--- src/rtl/dsyn_pwr_pkg.sv ---
package dsyn_pwr_pkg;

    typedef enum logic [2:0] {
        ST_ACTIVE     = 3'd0,
        ST_TRISTATE   = 3'd1,
        ST_WAIT_PULSE = 3'd2,
        ST_DOWN       = 3'd3,
        ST_SETTLE     = 3'd4
    } chan_state_e;

    typedef struct packed {
        logic presc_en;
        logic phdet_en;
        logic cp_en;
        logic cp_hiz;
        logic rfin_hiz;
        logic div_hold;
    } chan_out_t;

    // Moore decode of one channel's controls from its state
    function automatic chan_out_t decode_outputs(chan_state_e st);
        chan_out_t o;
        o = '0;
        case (st)
            ST_ACTIVE, ST_WAIT_PULSE: begin
                o.presc_en = 1'b1;
                o.phdet_en = 1'b1;
                o.cp_en    = 1'b1;
            end
            ST_TRISTATE: begin
                o.presc_en = 1'b1;
                o.phdet_en = 1'b1;
                o.cp_en    = 1'b1;
                o.cp_hiz   = 1'b1;
            end
            ST_SETTLE: begin
                o.presc_en = 1'b1;
                o.phdet_en = 1'b1;
                o.cp_en    = 1'b1;
                o.cp_hiz   = 1'b1;
                o.div_hold = 1'b1;
            end
            default: begin
                o.cp_hiz   = 1'b1;
                o.rfin_hiz = 1'b1;
                o.div_hold = 1'b1;
            end
        endcase
        return o;
    endfunction

endpackage

--- src/rtl/dsyn_pwr_chan.sv ---
module dsyn_pwr_chan
    import dsyn_pwr_pkg::*;
#(
    parameter int SETTLE_CYC = 64
) (
    input  logic      clk,
    input  logic      rst_n,
    input  logic      tri_bit,
    input  logic      pwdn_bit,
    input  logic      pulse_done,
    output chan_out_t ctl,
    output logic      live
);

    localparam int CNT_W = (SETTLE_CYC > 1) ? $clog2(SETTLE_CYC) : 1;
    localparam logic [CNT_W-1:0] CNT_LOAD = CNT_W'(SETTLE_CYC - 1);

    typedef struct packed {
        chan_state_e      st;
        logic [CNT_W-1:0] cnt;
    } chan_regs_t;

    chan_regs_t r_d, r_q;

    // Mode that the current bits select when no powerdown is pending
    function automatic chan_state_e run_mode(logic t);
        return t ? ST_TRISTATE : ST_ACTIVE;
    endfunction

    always_comb begin
        r_d = r_q;
        case (r_q.st)
            ST_ACTIVE, ST_TRISTATE: begin
                if (pwdn_bit && tri_bit) begin
                    r_d.st = ST_DOWN;
                end else if (pwdn_bit) begin
                    r_d.st = ST_WAIT_PULSE;
                end else begin
                    r_d.st = run_mode(tri_bit);
                end
            end
            ST_WAIT_PULSE: begin
                if (!pwdn_bit) begin
                    r_d.st = run_mode(tri_bit);
                end else if (tri_bit || pulse_done) begin
                    r_d.st = ST_DOWN;
                end
            end
            ST_DOWN: begin
                if (!pwdn_bit) begin
                    r_d.st  = ST_SETTLE;
                    r_d.cnt = CNT_LOAD;
                end
            end
            ST_SETTLE: begin
                if (pwdn_bit) begin
                    r_d.st  = ST_DOWN;
                    r_d.cnt = '0;
                end else if (r_q.cnt == '0) begin
                    r_d.st = run_mode(tri_bit);
                end else begin
                    r_d.cnt = r_q.cnt - 1'b1;
                end
            end
            default: begin
                r_d.st  = ST_DOWN;
                r_d.cnt = '0;
            end
        endcase
    end

    always_ff @(posedge clk or negedge rst_n) begin
        if (!rst_n) begin
            r_q.st  <= ST_DOWN;
            r_q.cnt <= '0;
        end else begin
            r_q <= r_d;
        end
    end

    assign ctl  = decode_outputs(r_q.st);
    assign live = (r_q.st != ST_DOWN);

endmodule

--- src/rtl/dsyn_pwr_osc.sv ---
module dsyn_pwr_osc #(
    parameter int NCH = 2
) (
    input  logic [NCH-1:0] live,
    output logic           osc_en,
    output logic           ref_pullup
);

    logic [NCH:0] any_live;

    assign any_live[0] = 1'b0;

    for (genvar g = 0; g < NCH; g++) begin : g_or
        assign any_live[g+1] = any_live[g] | live[g];
    end

    assign osc_en     = any_live[NCH];
    assign ref_pullup = ~any_live[NCH];

endmodule

--- src/rtl/dsyn_pwr_ctrl.sv ---
module dsyn_pwr_ctrl
    import dsyn_pwr_pkg::*;
#(
    parameter int NCH        = 2,
    parameter int SETTLE_CYC = 64
) (
    input  logic           clk,
    input  logic           rst_n,
    input  logic [NCH-1:0] tri_bit,
    input  logic [NCH-1:0] pwdn_bit,
    input  logic [NCH-1:0] pulse_done,
    output logic [NCH-1:0] presc_en,
    output logic [NCH-1:0] phdet_en,
    output logic [NCH-1:0] cp_en,
    output logic [NCH-1:0] cp_hiz,
    output logic [NCH-1:0] rfin_hiz,
    output logic [NCH-1:0] div_hold,
    output logic           osc_en,
    output logic           ref_pullup
);

    logic [NCH-1:0] chan_live;

    for (genvar g = 0; g < NCH; g++) begin : g_chan
        chan_out_t ctl;

        dsyn_pwr_chan #(
            .SETTLE_CYC (SETTLE_CYC)
        ) u_chan (
            .clk        (clk),
            .rst_n      (rst_n),
            .tri_bit    (tri_bit[g]),
            .pwdn_bit   (pwdn_bit[g]),
            .pulse_done (pulse_done[g]),
            .ctl        (ctl),
            .live       (chan_live[g])
        );

        assign presc_en[g] = ctl.presc_en;
        assign phdet_en[g] = ctl.phdet_en;
        assign cp_en[g]    = ctl.cp_en;
        assign cp_hiz[g]   = ctl.cp_hiz;
        assign rfin_hiz[g] = ctl.rfin_hiz;
        assign div_hold[g] = ctl.div_hold;
    end

    dsyn_pwr_osc #(
        .NCH (NCH)
    ) u_osc (
        .live       (chan_live),
        .osc_en     (osc_en),
        .ref_pullup (ref_pullup)
    );

endmodule

--- config.mk ---
export PLATFORM = sky130hd
export DESIGN_NAME = dsyn_pwr_ctrl
export DESIGN_NICKNAME = d
export VERILOG_FILES = /design/src/rtl/dsyn_pwr_pkg.sv /design/src/rtl/dsyn_pwr_chan.sv /design/src/rtl/dsyn_pwr_osc.sv /design/src/rtl/dsyn_pwr_ctrl.sv
export SDC_FILE = /design/constraint.sdc
export NUM_CORES = 1
export LEC_CHECK = 0
export ABC_AREA = 1
export BUFFER_PORTS_ARGS = -buffer_cell sky130_fd_sc_hd__buf_2
export CAP_MARGIN = 20
export CORE_MARGIN = 1
export CORE_UTILIZATION = 40
export DETAILED_ROUTE_END_ITERATION = 8
export GPL_ROUTABILITY_DRIVEN = 0
export PLACE_DENSITY = 0.58
export SETUP_SLACK_MARGIN = 0.5
export SLEW_MARGIN = 15
export SYNTH_ARGS = -nofsm -noshare
export SYNTH_HDL_FRONTEND = slang
export SYNTH_SLANG_ARGS = --single-unit
export TNS_END_PERCENT = 100
--- constraint.sdc ---
create_clock -name clk -period 1.75 [get_ports clk]
set_input_delay 0.35 -clock clk [delete_from_list [all_inputs] [get_ports clk]]
set_output_delay 0.35 -clock clk [all_outputs]
set_load 0.005 [all_outputs]
==> impl_results.md <==
- Synth Area in XOR/XNOR: 1.266%
- Seq cells post-synth: 18
- Crit path DAT: between 1 and 1.5 ns
- CTS tree: done
- Post-DP Area: 0.001564 sq mm
- Clock slew seen by the registers of the worst setup and hold paths: roughly 0.12 ns
- Antenna viol nets, final: 0
- Run status: finished with violations
- Hold endpoint: g_chan[1].u_chan.r_q[7]
- Largest reg by FF count: g_chan.u_chan.r_q
- Sequential fraction of the synthesis area: 32.91%
- Top flop regs: g_chan.u_chan.r_q (18)
- CP endpoint kind: output pin
- Initial antenna violation count: 0
- FP Rows: 20
- Root Buffer: clkbuf_4
- Inserted Clock Buffers: 3
- Initial Util: 43.54%
- Crit path launch type: flip-flop
- Synth unique cells: 28
- Max reg flops: 18
- Min Hold Slack: ~0.33 ns
- IO Count: 22
- Hold Path Origin: pulse_done[1]
- Slew at the pin closest to its max-slew limit: 0.4157 ns
- Ant. Diodes: 0
- Post-Syn Area: around 0.0014 sq mm
- Max Clock Freq: around 570 MHz
- Final setup viols: 1
- Synth Area in Simple Gates: 36.62%
- Worst flop-to-flop path endpoint: g_chan[1].u_chan.r_q[3]
- Min setup slack post-route: -0.006263 ns
- Core area: about 0.0032 sq mm
- Die Wd: just over 60 um
- Number of global-route vias before repair: approximately 1200
- Failing checks: negative setup slack
- Finished Cell Area: between 0.0015 and 0.002 sq mm
- Largest net degree at the start of global routing: 19
- Fill cell count: 294
- Max-cap violation count: 0
- DP HPWL: about 2100 um
- Clk_lat worst skew: 0.30 ns
- Pins over their slew limit: 0
- Rel. slew slack: between 70% and 80%
- Synth-to-Final Area Change: 35.99%
- Total design power: 3.450 mW
- Largest family of logic cells by synthesized area: simple AND/OR/NAND/NOR gates
- Layout cells sized above 1: 45.19%
- Crit share post-route: 100.4%
- PortBufs: 21
- Avg Cell Area, Syn: about 7.1 sq um
- 1st-pass router iterations: 4
- Via count: roughly 1300
- Crit-path cells: nand2_4 -> nor2_4 -> inv_2 -> nor2_4 -> inv_1 -> buf_2
- FF-to-FF Start: g_chan[1].u_chan.r_q[7]
- Cell count after synthesis: 195
- WP data required: 1.40 ns
- Compound-Gate Fraction of Synth Area: around 15%
- Die H: a little over 60 um
- Worst reg2reg path depth: 10
- Global Route Usage Sum: 18.60%
- Die area: between 0.003 and 0.004 sq mm
- Clock period minus worst slack: roughly 1.8 ns
- DRC viols: 0
- Mux share of post-synthesis cell area: 0%
- Crit path max fanout: 4
- Peak supply drop: slightly below 700 uV
- Net count after synthesis: about 210
- WL/cell: 11.33 um
- Hold violation count in the final report: 0
- Via/cell ratio: 4.749
- R2r setup slk: around 0.29 ns
- H-tree depth: 1
- Syn. warnings: 0
- Starting DRT DRC Count: 57
- # nets final: approximately 250
- Worst Clk Skew: 0.01650 ns
- Hold path depth: 4
- Total grt overflow: 0
- Hold Path Class: input port to flip-flop
- DRT Wirelength: between 3000 and 4000 um
- Post-Synth Adder-Cell Area: under 10%
- Clock Tree Buf Depth: 2
- Sink Count: 18
- Cell leakage power: 0.9704 nW
- CP peak stage delay: approximately 0.60 ns
- Most common cell on crit path: nor2_4
- Unrepaired setup endpoints after global routing: true
- Slowest cell on crit path: dfstp_2
- First-pass GRT wire length: 5133 um
- Critical path class: flip-flop to output pin
- P per Cell Area: about 1800 mW/mm^2
cell usage after synthesis:
library cell | n | area [sq um]
a22oi_1 | 2 | 15.01
nand3b_1 | 1 | 7.510
nand2_4 | 3 | 33.78
buf_4 | 4 | 30.03
nor2_4 | 2 | 22.52
ha_1 | 3 | 37.54
a31oi_1 | 3 | 18.77
o21ai_2 | 5 | 43.79
nand3_1 | 14 | 70.07
a31o_1 | 2 | 17.52
nor2_8 | 1 | 20.02
nor2_2 | 5 | 31.28
nand2_8 | 1 | 20.02
nand4_1 | 2 | 12.51
dfstp_2 | 4 | 105.1
inv_1 | 23 | 86.33
o21ai_4 | 1 | 16.27
nand2_2 | 3 | 18.77
o21ai_1 | 7 | 35.03
nor2_1 | 25 | 93.84
o21ai_0 | 5 | 25.02
nand2_1 | 47 | 176.4
dfrtp_1 | 14 | 350.3
inv_2 | 7 | 26.28
inv_4 | 1 | 6.260
inv_8 | 1 | 11.26
xor2_1 | 2 | 17.52
a21oi_1 | 7 | 35.03
layout make-up:
cell class	instances	area [sq um]	share of cell area, %
Multi-Input combinational cell	141	899.6	47.81
Inverter	32	142.6	7.580
Tap cell	44	55.05	2.926
Sequential cell	18	456.7	24.27
Timing Repair Buffer	44	291.5	15.49
Clock buffer	4	36.28	1.928
layer usage:
metal | wire [um] | GRT usage [%]
met1 | 1520 | 23.80
met2 | 1553 | 31.24
met3 | 98 | 2.345
met4 | 32 | 8.766
met5 | 0 | 0
cell usage in the layout, fill, tap and decap left out, types with 9 or more instances in the layout:
master and count:
buf_2 21, buf_4 19, dfrtp_1 13, inv_1 18
inv_2 11, nand2_1 36, nand2_2 11, nand3_1 12
nor2_1 22, o21ai_1 9
kinds of logic (layout without fill, tap and decap cells):
| kind of cell | after synthesis | after routing |
|---|---|---|
| flip-flops | 18 | 18 |
| buffers and inverters | 36 | 80 |
| AO/OA/AOI/OAI | 32 | 32 |
| adder cells (fa/ha/maj) | 3 | 3 |
| XOR/XNOR | 2 | 2 |
| AND/OR/NAND/NOR | 104 | 104 |
worst max path at each step:
stage	start	to	slack, ns	cells after the start
2_1_floorplan	g_chan[1].u_chan.r_q[7]	osc_en	0.42	5
3_3_place_gp	g_chan[0].u_chan.r_q[7]	osc_en	0.29	6
3_5_place_dp	g_chan[0].u_chan.r_q[6]	osc_en	0.27	6
4_1_cts	g_chan[0].u_chan.r_q[7]	osc_en	0.006	6
5_1_grt	g_chan[0].u_chan.r_q[7]	osc_en	-0.06	6
6_report	g_chan[0].u_chan.r_q[7]	osc_en	-0.006	6
power by group:
group / internal, mW / switching (mW) / leakage [nW] / total [mW]
combinational: 1.05 / 1.31 / 0.727 / 2.36
clock: 0.127 / 0.141 / 0.0210 / 0.268
sequential: 0.622 / 0.198 / 0.222 / 0.820
per-stage QoR:
stage / util, % / setup WS, ns / setup TNS (ns) / instances
after CTS: 56.57 / 0.006318 / 0 / 280
after detailed placement: 49.21 / 0.2719 / 0 / 256
after floorplan: - / 0.4175 / 0 / 195
final: 59.21 / -0.006263 / -0.006263 / 283
after global routing: 59.21 / -0.06212 / -0.1786 / 283
after global placement: 49.21 / 0.2916 / 0 / 256
critical path: cells and delay by family, from the launching register on:
family / cells / cell delay, ns
and+or+nand+nor: 3 / 0.30
buffers and inverters: 3 / 0.22
DFF: 1 / 0.60
timing repair:
item                       in CTS  in global routing
hold buffers                    1                  0
setup endpoints to repair      28                 32
gates resized for setup        15                 17
hold endpoints to repair       14                  0
pin swaps                      11                  2
buffers inserted               19                  3
Note: power is estimated with default switching activity, not from simulation.
